===== src/rtl/mq_fifo.sv =====
module mq_fifo #(
  parameter int DW        = 16,
  parameter int NQ        = 4,
  parameter int NBLK      = 8,
  parameter int BLK_WORDS = 16,
  localparam int QW    = $clog2(NQ),
  localparam int DEPTH = NBLK * BLK_WORDS,
  localparam int AW    = $clog2(DEPTH),
  localparam int CW    = $clog2(DEPTH + 1),
  localparam int SBW   = $clog2(NBLK),
  localparam int NBW   = $clog2(NBLK + 1)
) (
  input  logic           clk,
  input  logic           rst_n,
  input  logic           cfg_en,
  input  logic           cfg_we,
  input  logic [QW-1:0]  cfg_q,
  input  logic [SBW-1:0] cfg_start,
  input  logic [NBW-1:0] cfg_nblk,
  input  logic [CW-1:0]  cfg_af,
  input  logic [CW-1:0]  cfg_ae,
  input  logic           wr_en,
  input  logic [QW-1:0]  wr_q,
  input  logic [DW-1:0]  wr_data,
  output logic           full,
  output logic           almost_full,
  input  logic           rd_en,
  input  logic [QW-1:0]  rd_q,
  output logic [DW-1:0]  rd_data,
  output logic           rd_valid,
  output logic           almost_empty
);

  logic [DW-1:0]  mem     [DEPTH];
  logic [SBW-1:0] start_r [NQ];
  logic [NBW-1:0] nblk_r  [NQ];
  logic [CW-1:0]  af_r [NQ], ae_r [NQ], cnt [NQ], cap [NQ];
  logic [AW-1:0]  woff [NQ], roff [NQ];
  logic           v_r;
  logic [QW-1:0]  vq;
  logic [DW-1:0]  dout;

  function automatic logic [AW-1:0] step(input logic [AW-1:0] off, input logic [CW-1:0] c);
    return (CW'(off) + CW'(1) == c) ? '0 : off + AW'(1);
  endfunction

  always_comb
    for (int q = 0; q < NQ; q++) cap[q] = CW'(nblk_r[q]) * CW'(BLK_WORDS);

  logic          wr_ok, rd_ok, have;
  logic [AW-1:0] waddr, raddr;

  assign full         = cnt[wr_q] == cap[wr_q];
  assign almost_full  = cnt[wr_q] >= af_r[wr_q];
  assign almost_empty = cnt[rd_q] <= ae_r[rd_q];
  assign rd_valid     = v_r && (vq == rd_q);
  assign rd_data      = dout;
  assign wr_ok        = wr_en && !cfg_en && !full;
  assign rd_ok        = rd_en && rd_valid && !cfg_en;
  assign have         = rd_ok ? (cnt[rd_q] > CW'(1)) : (cnt[rd_q] != '0);
  assign waddr        = AW'(start_r[wr_q]) * AW'(BLK_WORDS) + woff[wr_q];
  assign raddr        = AW'(start_r[rd_q]) * AW'(BLK_WORDS)
                      + (rd_ok ? step(roff[rd_q], cap[rd_q]) : roff[rd_q]);

  always_ff @(posedge clk)
    if (!rst_n) begin
      for (int q = 0; q < NQ; q++) begin
        start_r[q] <= '0; nblk_r[q] <= '0; af_r[q] <= '0; ae_r[q] <= '0;
      end
    end else if (cfg_en && cfg_we) begin
      start_r[cfg_q] <= cfg_start;
      nblk_r[cfg_q]  <= cfg_nblk;
      af_r[cfg_q]    <= cfg_af;
      ae_r[cfg_q]    <= cfg_ae;
    end

  always_ff @(posedge clk)
    if (!rst_n || cfg_en) begin
      for (int q = 0; q < NQ; q++) begin
        cnt[q] <= '0; woff[q] <= '0; roff[q] <= '0;
      end
    end else begin
      for (int q = 0; q < NQ; q++) begin
        if (wr_ok && wr_q == QW'(q)) woff[q] <= step(woff[q], cap[q]);
        if (rd_ok && rd_q == QW'(q)) roff[q] <= step(roff[q], cap[q]);
        if ((wr_ok && wr_q == QW'(q)) && !(rd_ok && rd_q == QW'(q)))
          cnt[q] <= cnt[q] + CW'(1);
        else if (!(wr_ok && wr_q == QW'(q)) && (rd_ok && rd_q == QW'(q)))
          cnt[q] <= cnt[q] - CW'(1);
      end
    end

  always_ff @(posedge clk)
    if (wr_ok) mem[waddr] <= wr_data;

  always_ff @(posedge clk)
    if (!rst_n) begin
      v_r <= 1'b0; vq <= '0; dout <= '0;
    end else if (cfg_en) begin
      v_r <= 1'b0;
    end else begin
      v_r <= have;
      vq  <= rd_q;
      if (have) dout <= mem[raddr];
    end

  a_r3_no_overflow: assert property (@(posedge clk) disable iff (!rst_n)
    cnt[wr_q] <= cap[wr_q]);
  a_r11_zero_full: assert property (@(posedge clk) disable iff (!rst_n)
    (cap[wr_q] == '0) |-> full);
  a_r11_zero_never_valid: assert property (@(posedge clk) disable iff (!rst_n)
    (cap[rd_q] == '0) |-> !rd_valid);
  a_r6_valid_has_data: assert property (@(posedge clk) disable iff (!rst_n)
    rd_valid |-> (cnt[rd_q] != '0));
  a_r7_hold_on_empty: assert property (@(posedge clk) disable iff (!rst_n)
    (!cfg_en && cnt[rd_q] == '0) |=> $stable(rd_data));
  a_r1_cfg_clears: assert property (@(posedge clk) disable iff (!rst_n)
    cfg_en |=> !rd_valid);

endmodule


===== config.mk =====
export PLATFORM = sky130hd
export DESIGN_NAME = mq_fifo
export DESIGN_NICKNAME = d
export VERILOG_FILES = /design/src/rtl/mq_fifo.sv
export SDC_FILE = /design/constraint.sdc
export NUM_CORES = 2
export LEC_CHECK = 0
export BUFFER_PORTS_ARGS = -buffer_cell sky130_fd_sc_hd__buf_2
export CAP_MARGIN = 20
export CELL_PAD_IN_SITES_DETAIL_PLACEMENT = 1
export CELL_PAD_IN_SITES_GLOBAL_PLACEMENT = 1
export CORE_ASPECT_RATIO = 1.5
export CORE_MARGIN = 2
export CORE_UTILIZATION = 39
export DETAILED_ROUTE_END_ITERATION = 7
export PLACE_DENSITY_LB_ADDON = 0.1
export SYNTH_ARGS = -nofsm -noshare
export SYNTH_HDL_FRONTEND = slang
export SYNTH_SLANG_ARGS = --single-unit

===== constraint.sdc =====
create_clock -name clk -period 9.5 [get_ports clk]
set_input_delay 0.475 -clock clk [delete_from_list [all_inputs] [get_ports clk]]
set_output_delay 0.475 -clock clk [all_outputs]
set_load 0.01 [all_outputs]

# Yosys cells after proc, flatten, opt, wreduce, memory -nomap -nowiden
# Memory sizes are Yosys's and may differ from the RTL's. A register that Yosys moved wholly into a read port is not among the register bits.
# Index checks and enable logic that the tools add are counted.
# totals
register_bits,3
ramBits,2228
inputBits,51
output_inout_bits,20
word_cells,229
n_memories,8
# classes
add_sub_neg,28
n_lt_le_gt_ge,5
eq_ne,17
muxes,105
bitwise_logic,20
reduce_logical,44
# memory_table
memory,depth,width,rd,rd_ports_with_merged_regs,write_ports,line_no,rtl
mem,128,16,1,1,1,34,logic [DW-1:0] mem [DEPTH];
ae_r,4,8,1,0,4,37,"logic [CW-1:0] af_r [NQ], ae_r [NQ], cnt [NQ], cap [NQ];"
af_r,4,8,1,0,4,37,
cnt,4,8,6,0,4,37,
roff,4,7,5,0,4,38,"logic [AW-1:0] woff [NQ], roff [NQ];"
woff,4,7,5,0,4,38,
2 more memories,n/a,n/a,n/a,n/a,n/a,n/a,
# op_table
cell,n
7-bit 2-to-1 mux,18
8-bit 2-to-1 mux,14
8-bit equality test,10
"7-bit by 1-bit adder with 8-bit output, second input constant",9
1-bit 2-to-1 mux,65
"7-bit by 1-bit adder with 7-bit output, second input constant",9
"8-bit by 1-bit adder with 8-bit output, second input constant",4
8-bit binary-select mux with 2-bit select,2
"8-bit by 1-bit subtractor with 8-bit output, second input constant",4
1-bit logical AND,22
1-bit OR,16
8-bit OR reduction,2
7-bit adder,2
1-bit zero test,12
"2-bit equality test, second input constant",4
8-bit >= comparator,1
"8-bit by 1-bit > comparator with 1-bit output, second input constant",1
8-bit <= comparator,1
2-bit 2-to-1 mux,4
8-bit nonzero test,1
"3-bit >= comparator, second input constant",2
2-bit NOT with 3-bit output,2
"2-bit by 1-bit equality test with 1-bit output, second input constant",2
2-bit zero test,2
9 further kinds,10

# Longest topological paths before layout
# logic_depth
ltp_word,15
mapped_depth,22

# Worst setup path after synthesis
# OpenSTA, ideal clock, no wires.
# synth_timing
path_kind,input to register
startpoint,input port wr_q[0]
endpoint,memory mem[10][0] (enable)
setup_ns,0.388
t_arrival_ns,4.755
required_ns,9.112
setup_slack_ns,4.356
stages,12
cell_sequence,buf_2 -> buf_2 -> clkbuf_1 -> buf_1 -> mux4_2 -> ha_1 -> fa_1 -> xor2_1 -> xnor2_1 -> nor2b_1 -> nand2_1 -> nor2_1
# synth_between
elab_chain_len,9
# synth_lines
item,line_no,rtl
"start, declared",23,"input logic [QW-1:0] wr_q,"
2-bit NOT with 3-bit output (not written as such),53,assign full = cnt[wr_q] == cap[wr_q];
8-bit binary-select mux with 2-bit select,53,
8-bit 2-to-1 mux (not written as such) (2 in a row),53,
8-bit equality test,53,
1-bit zero test,58,assign wr_ok = wr_en && !cfg_en && !full;
1-bit logical AND,58,
1-bit 2-to-1 mux,94,if (wr_ok) mem[waddr] <= wr_data;
1-bit 2-to-1 mux (not written as such),94,
"end, declared",34,
# Parallel ways exist; a longest one is shown, timed or not. The select of a mux whose other input is x is not followed.

==> impl_metrics.csv <==
group,metric,value,unit
route,firstDrtPassIters,5,
timing,slew_headroom,0.164,
power,combPwrFrac,0.098,
synthesis,synth_area_leaders,"edfxtp_1, mux4_2, mux2i_1",
synthesis,synth_top_family_by_area,"multiplexers",
route,wl_per_cell,34.8,um
clock_tree,numCtsBuffers,224,
synthesis,synthDistinctLibCells,84,
setup_path,crit_buf_inv,1,
min_path,min_to,"mem[27][2]$_DFFE_PP_",
synthesis,synth_common_cells,"edfxtp_1, nand2_1, mux4_2",
timing,timing.fmax,160,MHz
setup_path,critPathSlowestCell,"a2111oi_0",
setup_path,slowest_delay,0.94,ns
setup_path,r2r-start,"roff[3][1]$_SDFFCE_PP0P_",
route,drc,0,
power,p_per_area,212,mW/mm^2
power,power.switching,5.46,mW
power,p_leak,34.8,nW
route,drt_iter0_drc,3883,
final_layout,fillerInstances,22200,
setup_path,r2r_cells,16,
setup_path,startpoint_type,"register",
timing,worst_slack,3.24,ns
clock_tree,clk_pin_slew,0.06,ns
timing,fin_crit,6.26,ns
synthesis,synth-simple-area-share,0.0615,
setup_path,cp_max_fo,14,
clock_tree,insertion_delay,0.92,ns
place,dp_cells,8386,
timing,finalSetupViolCount,0,
timing,worst_slew_pin_slew,1.24,ns
power,seq_power_share,0.504,
synthesis,synth-main-ff-cell,"edfxtp_1",
clock_tree,clockBufferDepth,4,
timing,fin_skew,0.0596,ns
synthesis,ys_ff_latch,2247,
min_path,min_path_cells,1,
synthesis,synthAdderAreaFrac,0.00662,
route,postRouteAntennaNets,0,
die,rows,217,
setup_path,crit_family,"compound AO/OA/AOI/OAI gates",
route,via_per_inst,5.82,
global_routing,grt_max_degree,130,
place,io_buffers,70,
setup_path,crit_chain,"mux4_2 > and3_1 > or4_1 > a211oi_2 > o21a_1 > o21ai_0 > nand2_1 > o31ai_1 > ha_2 > inv_1 > nor2_1 > a22o_1 > a221oi_1 > a2111oi_0 > a31oi_1 > o211ai_1",
synthesis,synthXorXnorAreaFrac,0.00957,
power,p_sw_frac,0.248,
timing,hold_viol_final,0,
die,ios,71,
synthesis,postSynthCellCount,5302,
power,p_total,22.0,mW
setup_path,r2r_setup_slack,3.24,ns
setup_path,timing.rr.end,"rd_data[7]$_SDFFE_PN0P_",
global_routing,grt_usage,0.258,
timing,rsz0062_at_grt,"false",
setup_path,path_depth,16,
final_layout,stdcell_count,8825,
synthesis,yosysTopAreaCell,"edfxtp_1",
synthesis,postSynth.asyncResetShare,0,
die,die_h,597,um
synthesis,avgSynthCellArea,17.3,um^2
synthesis,syn_area,0.0915,mm^2
power,p_int,16.6,mW
setup_path,cp-end-kind,"register",
timing,slew_viol_final,0,
route,via_count,51400,
synthesis,yosys.cell_count.top_type,"edfxtp_1",
min_path,hp-class,"primary input to register",
synthesis,synth_top_cell_area_share,0.731,
clock_tree,tritoncts,"yes",
die,fp.coreArea,0.233,mm^2
final_layout,area_growth_syn_to_layout,13.4,%
global_routing,grt_pass1_vias,54000,
status,status,"finished clean",
final_layout,nNetsFinal,5669,
synthesis,synth_compound_area_frac,0.0517,
setup_path,path_class,"register to register",
synthesis,synthMuxAreaShare,0.116,
clock_tree,root_buffer,"clkbuf_16",
setup_path,required,10.33,ns
route,wl,308,mm
global_routing,grt_pass1_wl,429,mm
clock_tree,cts_hold_buf,24,
place,place_area,0.0965,mm^2
place,place_worst_setup_slack,2.64,ns
die,die_x,400,um
timing,fin_setup_tns,0,ns
timing,period_share,0.659,
clock_tree,cts_sinks,2247,
final_layout,postLayoutCellArea,0.104,mm^2
setup_path,cp.arrival,7.09,ns
die,initial_core_util,0.392,
clock_tree,postCtsResizedCells,0,
job,maxCapViolCount,0,
min_path,min-delay-start,"wr_data[2]",
synthesis,syn_nets,5399,
place,hpwl,200,mm
synthesis,yosys_warnings,0,
global_routing,antenna_found_initial,19,
synthesis,synth_edf_count,2228,
global_routing,overflow,0,
place,gp_congestion,0.901,
die,dieArea,0.239,mm^2
power,p_clk_frac,0.398,
final_layout,drive_gt1_frac,0.179,
power,ir_drop,0.150,mV
clock_tree,cts_setup_buffers,0,
synthesis,synth_seq_area_share,0.735,
clock_tree,cts.htree.levels,4,
==> metrics by stage <==
stage               hold WS [ns]   util
floorplan                  0.507      -
global route              0.0490  0.445
CTS                       0.0151  0.445
global placement           0.552  0.413
finish                    0.0620  0.445
detailed placement         0.563  0.414
==> sequential cells by signal, indices dropped and copies added, names as in the netlist <==
signal,cells
af_r,32
start_r,12
roff,28
ae_r,32
v_r,1
rd_data,16
woff,28
cnt,32
vq,2
nblk_r,16
mem,2048
==> metal layers <==
layer,up-vias,GRT usage,wire [um]
met5,-,0,51
li1,21700,-,-
met1,27600,0.285,108000
met2,1502,0.469,165000
met3,580,0.0302,12900
met4,8,0.155,21600
==> power by group through the flow <==
stage          Sequential, mW  Clock (mW)  Combinational, mW
5_1_grt                  11.1        9.26               2.24
2_1_floorplan            11.2           0               1.10
6_report                 11.1        8.77               2.16
3_3_place_gp             11.3           0               2.15
4_1_cts                  11.1        8.94               2.18
3_5_place_dp             11.3           0               2.17
==> logic make-up (layout without fill, tap and decap cells) <==
group | after synthesis | after routing
other | 0 | 10
flip-flops | 2247 | 2247
XOR/XNOR | 100 | 100
buffers and inverters | 342 | 789
adder cells (fa/ha/maj) | 46 | 46
multiplexers | 648 | 648
AO/OA/AOI/OAI | 686 | 686
AND/OR/NAND/NOR | 1233 | 1233
==> worst max-delay path by stage <==
stage | startpoint | to | slack (ns)
finish | roff[3][1]$_SDFFCE_PP0P_ | rd_data[7]$_SDFFE_PN0P_ | 3.24
global placement | rd_q[0] | rd_data[7]$_SDFFE_PN0P_ | 2.80
global route | roff[3][1]$_SDFFCE_PP0P_ | rd_data[7]$_SDFFE_PN0P_ | 2.95
floorplan | wr_q[0] | mem[10][0]$_DFFE_PP_ | 4.36
CTS | roff[3][1]$_SDFFCE_PP0P_ | rd_data[7]$_SDFFE_PN0P_ | 3.46
detailed placement | rd_q[0] | rd_data[7]$_SDFFE_PN0P_ | 2.64
==> worst register-to-register path, cell delays in order, from the launching register on <==
cell and delay [ns]:
edfxtp_1 0.49, mux4_2 0.68, and3_1 0.29, or4_1 0.49, a211oi_2 0.27, o21a_1 0.19
o21ai_0 0.09, nand2_1 0.13, o31ai_1 0.08, ha_2 0.59, inv_1 0.45, nor2_1 0.79
a22o_1 0.27, a221oi_1 0.06, a2111oi_0 0.94, a31oi_1 0.15, o211ai_1 0.23
==> cell usage in the layout (no fill, tap or decap), drive strengths merged, types with 107 or more instances in the layout <==
master and n:
o22ai 130, buf 313, nor2 285, nand2 524
mux2i 303, edfxtp 2228, and2 107, mux4 326
clkbuf 272, a21oi 189
==> area by class of cell <==
class / count / area [um^2] / area share
sequential: 2247 / 67300 / 0.648
tap: 3066 / 3840 / 0.0370
multi-input combinational: 2713 / 22700 / 0.219
antenna: 10 / 25.0 / 0.000241
timing repair buffer: 337 / 2700 / 0.0260
clock buffer: 272 / 5830 / 0.0562
clock inverter: 131 / 1180 / 0.0114
inverter: 49 / 184 / 0.00177
Note: power is estimated with default switching activity, not from simulation.
